File: config.mk
export PLATFORM = sky130hd
export DESIGN_NAME = adc_scan_ctrl
export DESIGN_NICKNAME = d
export VERILOG_FILES = /design/src/rtl/adc_scan_pkg.sv /design/src/rtl/adc_settle_timer.sv /design/src/rtl/adc_scan_seq.sv /design/src/rtl/adc_result_bank.sv /design/src/rtl/adc_scan_ctrl.sv
export SDC_FILE = /design/constraint.sdc
export NUM_CORES = 1
export LEC_CHECK = 0
export ABC_AREA = 1
export BUFFER_PORTS_ARGS = -buffer_cell sky130_fd_sc_hd__buf_2
export CORE_ASPECT_RATIO = 0.75
export CORE_MARGIN = 1.5
export CORE_UTILIZATION = 40
export DETAILED_ROUTE_END_ITERATION = 7
export GPL_TIMING_DRIVEN = 0
export HOLD_SLACK_MARGIN = 0.06
export SLEW_MARGIN = 20
export SYNTH_ARGS = -nofsm -noshare
export SYNTH_HDL_FRONTEND = slang
export SYNTH_SLANG_ARGS = --single-unit
File: constraint.sdc
create_clock -name clk -period 3 [get_ports clk]
set_clock_uncertainty 0.1 [all_clocks]
set_input_delay 0.9 -clock clk [delete_from_list [all_inputs] [get_ports clk]]
set_output_delay 0.9 -clock clk [all_outputs]
set_load 0.03 [all_outputs]
File: src/rtl/adc_scan_pkg.sv
package adc_scan_pkg;

    typedef enum logic [1:0] {
        SQ_OFF  = 2'd0,
        SQ_IDLE = 2'd1,
        SQ_BUSY = 2'd2
    } seq_state_e;

    // Settling interval in system-clock cycles, rounded up.
    function automatic longint settle_cycles(input longint clk_hz, input longint wait_us);
        return (clk_hz * wait_us + 64'd999_999) / 64'd1_000_000;
    endfunction

    function automatic longint max_cyc(input longint a, input longint b);
        return (a > b) ? a : b;
    endfunction

    function automatic int width_for(input longint v);
        int w;
        w = 1;
        while ((64'd1 << w) <= v) w++;
        return w;
    endfunction

endpackage

File: src/rtl/adc_settle_timer.sv
module adc_settle_timer #(
    parameter int CNT_W = 16
) (
    input  logic             clk,
    input  logic             rst,
    input  logic             load_en,
    input  logic [CNT_W-1:0] load_val,
    output logic             settled
);
    logic [CNT_W-1:0] remain;

    // A new request never shortens a wait already in progress.
    always_ff @(posedge clk) begin
        if (rst) begin
            remain <= '0;
        end else if (load_en) begin
            remain <= (load_val > remain) ? load_val : remain;
        end else if (remain != '0) begin
            remain <= remain - 1'b1;
        end
    end

    assign settled = (remain == '0) && !load_en;
endmodule

File: src/rtl/adc_scan_seq.sv
module adc_scan_seq
    import adc_scan_pkg::*;
#(
    parameter int NUM_CH = 8,
    parameter int CH_W   = 3
) (
    input  logic            clk,
    input  logic            rst,
    input  logic            pwr_en,
    input  logic            suspend,
    input  logic            reclock,
    input  logic            settled,
    input  logic            conv_done,
    output logic            conv_start,
    output logic [CH_W-1:0] chan,
    output logic            wr_en
);
    localparam logic [CH_W-1:0] LAST_CH = CH_W'(NUM_CH - 1);

    seq_state_e      state;
    logic            start_q;
    logic [CH_W-1:0] chan_q;
    logic            go;
    logic            abort;

    function automatic logic [CH_W-1:0] next_chan(input logic [CH_W-1:0] c);
        return (c == LAST_CH) ? '0 : c + 1'b1;
    endfunction

    assign abort = suspend || reclock;
    assign go    = (state == SQ_IDLE) && pwr_en && !abort && settled;
    assign wr_en = (state == SQ_BUSY) && pwr_en && !abort && conv_done;

    always_ff @(posedge clk) begin
        if (rst) begin
            state   <= SQ_OFF;
            start_q <= 1'b0;
            chan_q  <= '0;
        end else begin
            start_q <= go;
            if (!pwr_en) begin
                state  <= SQ_OFF;
                chan_q <= '0;
            end else begin
                unique case (state)
                    SQ_OFF: begin
                        state  <= SQ_IDLE;
                        chan_q <= '0;
                    end
                    SQ_IDLE: begin
                        if (go) state <= SQ_BUSY;
                    end
                    SQ_BUSY: begin
                        if (abort) begin
                            state <= SQ_IDLE;
                        end else if (conv_done) begin
                            state  <= SQ_IDLE;
                            chan_q <= next_chan(chan_q);
                        end
                    end
                    default: state <= SQ_OFF;
                endcase
            end
        end
    end

    assign conv_start = start_q;
    assign chan       = chan_q;
endmodule

File: src/rtl/adc_result_bank.sv
module adc_result_bank #(
    parameter int NUM_CH = 8,
    parameter int DATA_W = 8,
    parameter int CH_W   = 3
) (
    input  logic                     clk,
    input  logic                     rst,
    input  logic                     clear,
    input  logic                     wr_en,
    input  logic [CH_W-1:0]          wr_chan,
    input  logic [DATA_W-1:0]        wr_data,
    output logic [NUM_CH*DATA_W-1:0] rd_data,
    output logic [NUM_CH-1:0]        rd_valid
);
    for (genvar g = 0; g < NUM_CH; g++) begin : g_slot
        logic [DATA_W-1:0] slot_q;
        logic              vld_q;
        logic              hit;

        assign hit = wr_en && (wr_chan == CH_W'(g));

        always_ff @(posedge clk) begin
            if (rst) begin
                slot_q <= '0;
                vld_q  <= 1'b0;
            end else begin
                if (hit) slot_q <= wr_data;
                if (clear)    vld_q <= 1'b0;
                else if (hit) vld_q <= 1'b1;
            end
        end

        assign rd_data[g*DATA_W +: DATA_W] = slot_q;
        assign rd_valid[g]                 = vld_q;
    end
endmodule

File: src/rtl/adc_scan_ctrl.sv
module adc_scan_ctrl
    import adc_scan_pkg::*;
#(
    parameter longint SYS_CLK_HZ   = 200_000_000,
    parameter longint PWR_SETTLE_US = 100,
    parameter longint OSC_SETTLE_US = 10_000,
    parameter int     NUM_CH       = 8,
    parameter int     DATA_W       = 8,
    parameter int     CH_W         = 3
) (
    input  logic                     clk,
    input  logic                     rst,
    input  logic                     pwr_en,
    input  logic                     clk_sel,
    input  logic                     lp_stop,
    input  logic                     lp_wait,
    input  logic                     stop_exit_dly,
    input  logic                     conv_done,
    input  logic [DATA_W-1:0]        conv_data,
    output logic                     conv_start,
    output logic [CH_W-1:0]          conv_chan,
    output logic                     use_int_clk,
    output logic [NUM_CH*DATA_W-1:0] res_data,
    output logic [NUM_CH-1:0]        res_valid
);
    localparam longint PWR_CYC = settle_cycles(SYS_CLK_HZ, PWR_SETTLE_US);
    localparam longint OSC_CYC = settle_cycles(SYS_CLK_HZ, OSC_SETTLE_US);
    localparam int     CNT_W   = width_for(max_cyc(PWR_CYC, OSC_CYC));
    localparam logic [CNT_W-1:0] PWR_LD = CNT_W'(PWR_CYC);
    localparam logic [CNT_W-1:0] OSC_LD = CNT_W'(OSC_CYC);

    logic pwr_q, sel_q, stop_q;
    logic pwr_rise, sel_rise, stop_slow_exit;
    logic suspend;
    logic load_en;
    logic [CNT_W-1:0] load_val;
    logic settled;
    logic wr_en;

    always_ff @(posedge clk) begin
        if (rst) begin
            pwr_q  <= 1'b0;
            sel_q  <= 1'b0;
            stop_q <= 1'b0;
        end else begin
            pwr_q  <= pwr_en;
            sel_q  <= clk_sel;
            stop_q <= lp_stop;
        end
    end

    assign pwr_rise       = pwr_en && !pwr_q;
    assign sel_rise       = clk_sel && !sel_q;
    assign stop_slow_exit = stop_q && !lp_stop && !stop_exit_dly;
    assign suspend        = lp_stop || lp_wait;

    always_comb begin
        load_val = '0;
        if (pwr_rise || stop_slow_exit) load_val = PWR_LD;
        if (sel_rise && (OSC_LD > load_val)) load_val = OSC_LD;
    end
    assign load_en = pwr_rise || stop_slow_exit || sel_rise;

    adc_settle_timer #(.CNT_W(CNT_W)) u_timer (
        .clk      (clk),
        .rst      (rst),
        .load_en  (load_en),
        .load_val (load_val),
        .settled  (settled)
    );

    adc_scan_seq #(.NUM_CH(NUM_CH), .CH_W(CH_W)) u_seq (
        .clk        (clk),
        .rst        (rst),
        .pwr_en     (pwr_en),
        .suspend    (suspend),
        .reclock    (sel_rise),
        .settled    (settled),
        .conv_done  (conv_done),
        .conv_start (conv_start),
        .chan       (conv_chan),
        .wr_en      (wr_en)
    );

    adc_result_bank #(.NUM_CH(NUM_CH), .DATA_W(DATA_W), .CH_W(CH_W)) u_bank (
        .clk      (clk),
        .rst      (rst),
        .clear    (!pwr_en),
        .wr_en    (wr_en),
        .wr_chan  (conv_chan),
        .wr_data  (conv_data),
        .rd_data  (res_data),
        .rd_valid (res_valid)
    );

    assign use_int_clk = sel_q;
endmodule

==> metrics.cfg <==
[finish]
n_fill_cell = 1180
fraction_of_layout_cells_with_a_size_suffix_above_1_pct = 23.98
antenna_cells_inserted = 0
final-instance-count-excl-fill = 921
stdcell_area_sq_um = 5998
finalNetCount = 789
synthToLayoutAreaGrowth_pct = 24.55

[routing]
initialDrtViolationCount = 301
num_vias = 4738
route.detailed.wl_per_inst_um = 15.61
drt.antenna.violating_nets = 0
finalWirelength_um = 14380
remaining_drc_errors = 0
drt-vias-per-instance = 5.144
detailedRoute.firstPassIterationCount = 5

[synthesis]
synth_top_area_share_pct = 42.40
synth.cell_area_sq_um = 4816
synth_most_common_cell = dfxtp_1
ys.flop_type = dfxtp_1
yosysWarnings = 0
synth.avg_cell_area_sq_um = 7.572
synth_top_cells_by_count = 102 x dfxtp_1, 89 x a21oi_1, 88 x nand2_1
synth-edff-count = 0
synth_top_area_cell = dfxtp_1
syn_inst = 636
ff_latch_count_synth = 102
synth_cell_type_count = 33
sequential_to_total_area_share_from_yosys_stat_pct = 42.40
synthArstFlopShare_pct = 0
synth.top_cells.by_area = dfxtp_1 42%, a21oi_1 9.2%, o21ai_0 8.0%, nand2_1 6.9%, nor2_1 6.5%
syn_nets = 671

[worst_hold_path]
worst_hold_path_type = flip-flop to flip-flop

[run_status]
outcome = complete, no violations

[power]
power.static_leakage_nw = 2.871
max-vdd-ir-drop_uv = 342.0
power-per-cell-area_nw_per_um2 = 588.8

[grt]
globalRoute.busiestLayer = met2
wire_length_of_the_first_global_routing_pass_um = 21870
grt_start_max_net_pins = 20
use_met1_pct = 32.29
grt_antenna_before_repair = 0
grt_pass1_vias = 4252
globalRouteTotalUtil_pct = 22.06
grt.overflow.total = 0
grt_util_met3_pct = 4.767
grtUsageMet2_pct = 33.33

[clocking]
htree_levels = 3
clkSlewWorstSetupHoldPaths_ns = 0.08
cts_buffers = 9
cts_root_buf = clkbuf_16
cts_num_sinks = 102
cts_hold_bufs = 0
cts_tree = yes
worstSkewPairLatency_ns = 0.34
clk_path_buf_depth = 2

[timing]
finalHoldViolations = 0
worst_slew_margin_rel_pct = 54.31
worst_slew_pin_tran_ns = 0.6817
timing.final.setup_violations = 0
finalMaxSlewViolations = 0
fin_crit_sh_pct = 97.03
fmax_mhz = 343.5
timing.final.crit_period_ns = 2.911

[die]
fp.dieH_um = 98.03
starting_density_of_the_core_pct = 41.32
die-width_um = 129.7
floorplan.rows = 34
core_sq_um = 11660
floorplan.die_area_sq_um = 12710
io_pins = 93

[placed_design]
gp_congestion = 0.9199
count_of_buffers_inserted_at_the_top_level_ports = 91
dp_cells = 889
placed_area_sq_um = 5477
dpl.hpwl_um = 10260

[setup_path]
cp_slowest_cell = ha_4
cp-start-kind = input port
crit_chain = buf_2 > inv_4 > or2_1 > nand2_2 > nor2_4 > buf_8 > clkinvlp_4 > ha_4 > nand2_1 > inv_1 > nand3_1 > nor2_2 > nand3_1 > nand2_1 > inv_2 > nand2_4 > nand2_4 > buf_4 > and2_1 > nor2_1
worst-path-max-fanout = 5
timing.critical_path.slowest_cell_delay_ns = 0.28
worstPathArrival_ns = 3.09
critical_path_data_required_time_ns = 3.18
worst_setup_path_end_kind = flip-flop
critical-path-top-delay-family = simple AND/OR/NAND/NOR gates
path_buf_inv = 7
critPathKind = input port to flip-flop

[flow_run]
max_cap_violations = 0

==> cells by family (layout without fill, tap and decap cells) <==
| group | Yosys count | after routing | share of synthesized area [%] |
|---|---|---|---|
| AOI/OAI and AO/OA | 174 | 174 | 18.55 |
| xor gates and xnor gates | 7 | 7 | 1.273 |
| adders and majority gates | 19 | 19 | 4.936 |
| buffers and inverters | 93 | 216 | 8.963 |
| DFF | 102 | 102 | 42.40 |
| and+or+nand+nor | 241 | 241 | 23.88 |
==> placed cells by master, fill, tap and decap left out, types with 2 or more instances in the layout <==
master,synthesis,routed
dfxtp_1,102,102
buf_2,5,94
a21oi_1,89,89
nand2_1,88,86
nor2_1,84,82
o21ai_0,77,77
inv_1,57,54
nand3_1,34,33
buf_4,13,25
ha_1,19,18
clkbuf_1,10,10
clkbuf_16,0,10
xor2_1,7,7
nor2_4,4,6
buf_6,3,6
nor3_4,6,6
inv_6,1,5
nand4_1,5,5
inv_2,3,4
nor2_2,3,3
nand2_4,2,3
nor3_2,3,3
nor3_1,3,3
or2_1,2,2
nand3b_1,2,2
o21ai_2,2,2
a21oi_2,2,2
or2_2,2,2
a31oi_1,2,2
==> final timing paths <==
| path | startpoint | end | slack [ns] | cells past startpoint |
|---|---|---|---|---|
| worst min register to register | u_bank.g_slot[5].vld_q$_SDFFE_PP0P_ | u_bank.g_slot[5].vld_q$_SDFFE_PP0P_ | 0.37 | 2 |
| worst max-delay path | pwr_en | u_timer.remain[14]$_SDFFE_PP0P_ | 0.09 | 20 |
| worst min-delay path | u_bank.g_slot[5].vld_q$_SDFFE_PP0P_ | u_bank.g_slot[5].vld_q$_SDFFE_PP0P_ | 0.37 | 2 |
| worst max register to register | stop_q$_SDFF_PP0_ | u_timer.remain[14]$_SDFFE_PP0P_ | 0.54 | 18 |
==> worst reg2reg max path: stages (launching register included) <==
cell	delay [ns]
dfxtp_1	0.30
nand3b_1	0.10
nand2_2	0.12
nor2_4	0.14
buf_8	0.14
clkinvlp_4	0.11
ha_4	0.28
nand2_1	0.05
inv_1	0.07
nand3_1	0.09
nor2_2	0.13
nand3_1	0.09
nand2_1	0.08
inv_2	0.04
nand2_4	0.11
nand2_4	0.08
buf_4	0.17
and2_1	0.13
nor2_1	0.07
==> repair_timing <==
item | 4_1_cts | 5_1_grt
setup endpoints to repair | 21 | 21
buffers inserted | 3 | 11
pin swaps | 2 | 8
resized for setup | 8 | 13
cloned | 0 | 2
==> where the power goes <==
group,leakage [nW],total [mW],internal [mW],switching [mW]
Clock,0.149,1.18,0.612,0.566
Sequential,0.826,1.46,1.40,0.0600
Combinational,1.90,0.892,0.318,0.574
==> state kept, by name, indices dropped and copies added (netlist names) <==
| name | count |
|---|---|
| pwr_q | 1 |
| stop_q | 1 |
| u_bank.g_slot.slot_q | 64 |
| u_bank.g_slot.vld_q | 8 |
| u_seq.chan | 3 |
| u_seq.conv_start | 1 |
| u_seq.state | 2 |
| u_timer.remain | 21 |
| use_int_clk | 1 |
==> per-layer routing <==
layer	wire, um	part of all wire, %	vias up
met2	6309	44	163
met4	106	0.74	0
li1	-	-	2328
met5	0	0	-
met3	951	6.6	11
met1	7011	49	2236
==> per-stage QoR <==
step / total power, mW / utilization, % / worst slack (ns) / TNS, ns / hold slack [ns]
after floorplan: 2.053 / - / 0.03329 / 0 / 0.3413
after global placement: 2.251 / 46.98 / -0.5806 / -11.12 / 0.3507
after detailed placement: 2.263 / 46.98 / -0.6010 / -11.62 / 0.3641
after CTS: 3.474 / 50.08 / 0.003609 / 0 / 0.3819
after global routing: 3.705 / 51.46 / -0.02212 / -0.08879 / 0.4117
final: 3.532 / 51.46 / 0.08909 / 0 / 0.3742
==> area by class of cell <==
type | count | area (sq um) | share of cell area (%)
multi-input combinational | 441 | 2385 | 39.76
buffer | 31 | 217.7 | 3.630
clock buffer | 10 | 239.0 | 3.984
inverter | 62 | 244.0 | 4.068
clock inverter | 6 | 62.56 | 1.043
tap | 162 | 202.7 | 3.379
timing repair buffer | 107 | 605.6 | 10.10
sequential | 102 | 2042 | 34.04
No activity file was read; power rests on OpenSTA's default activity.
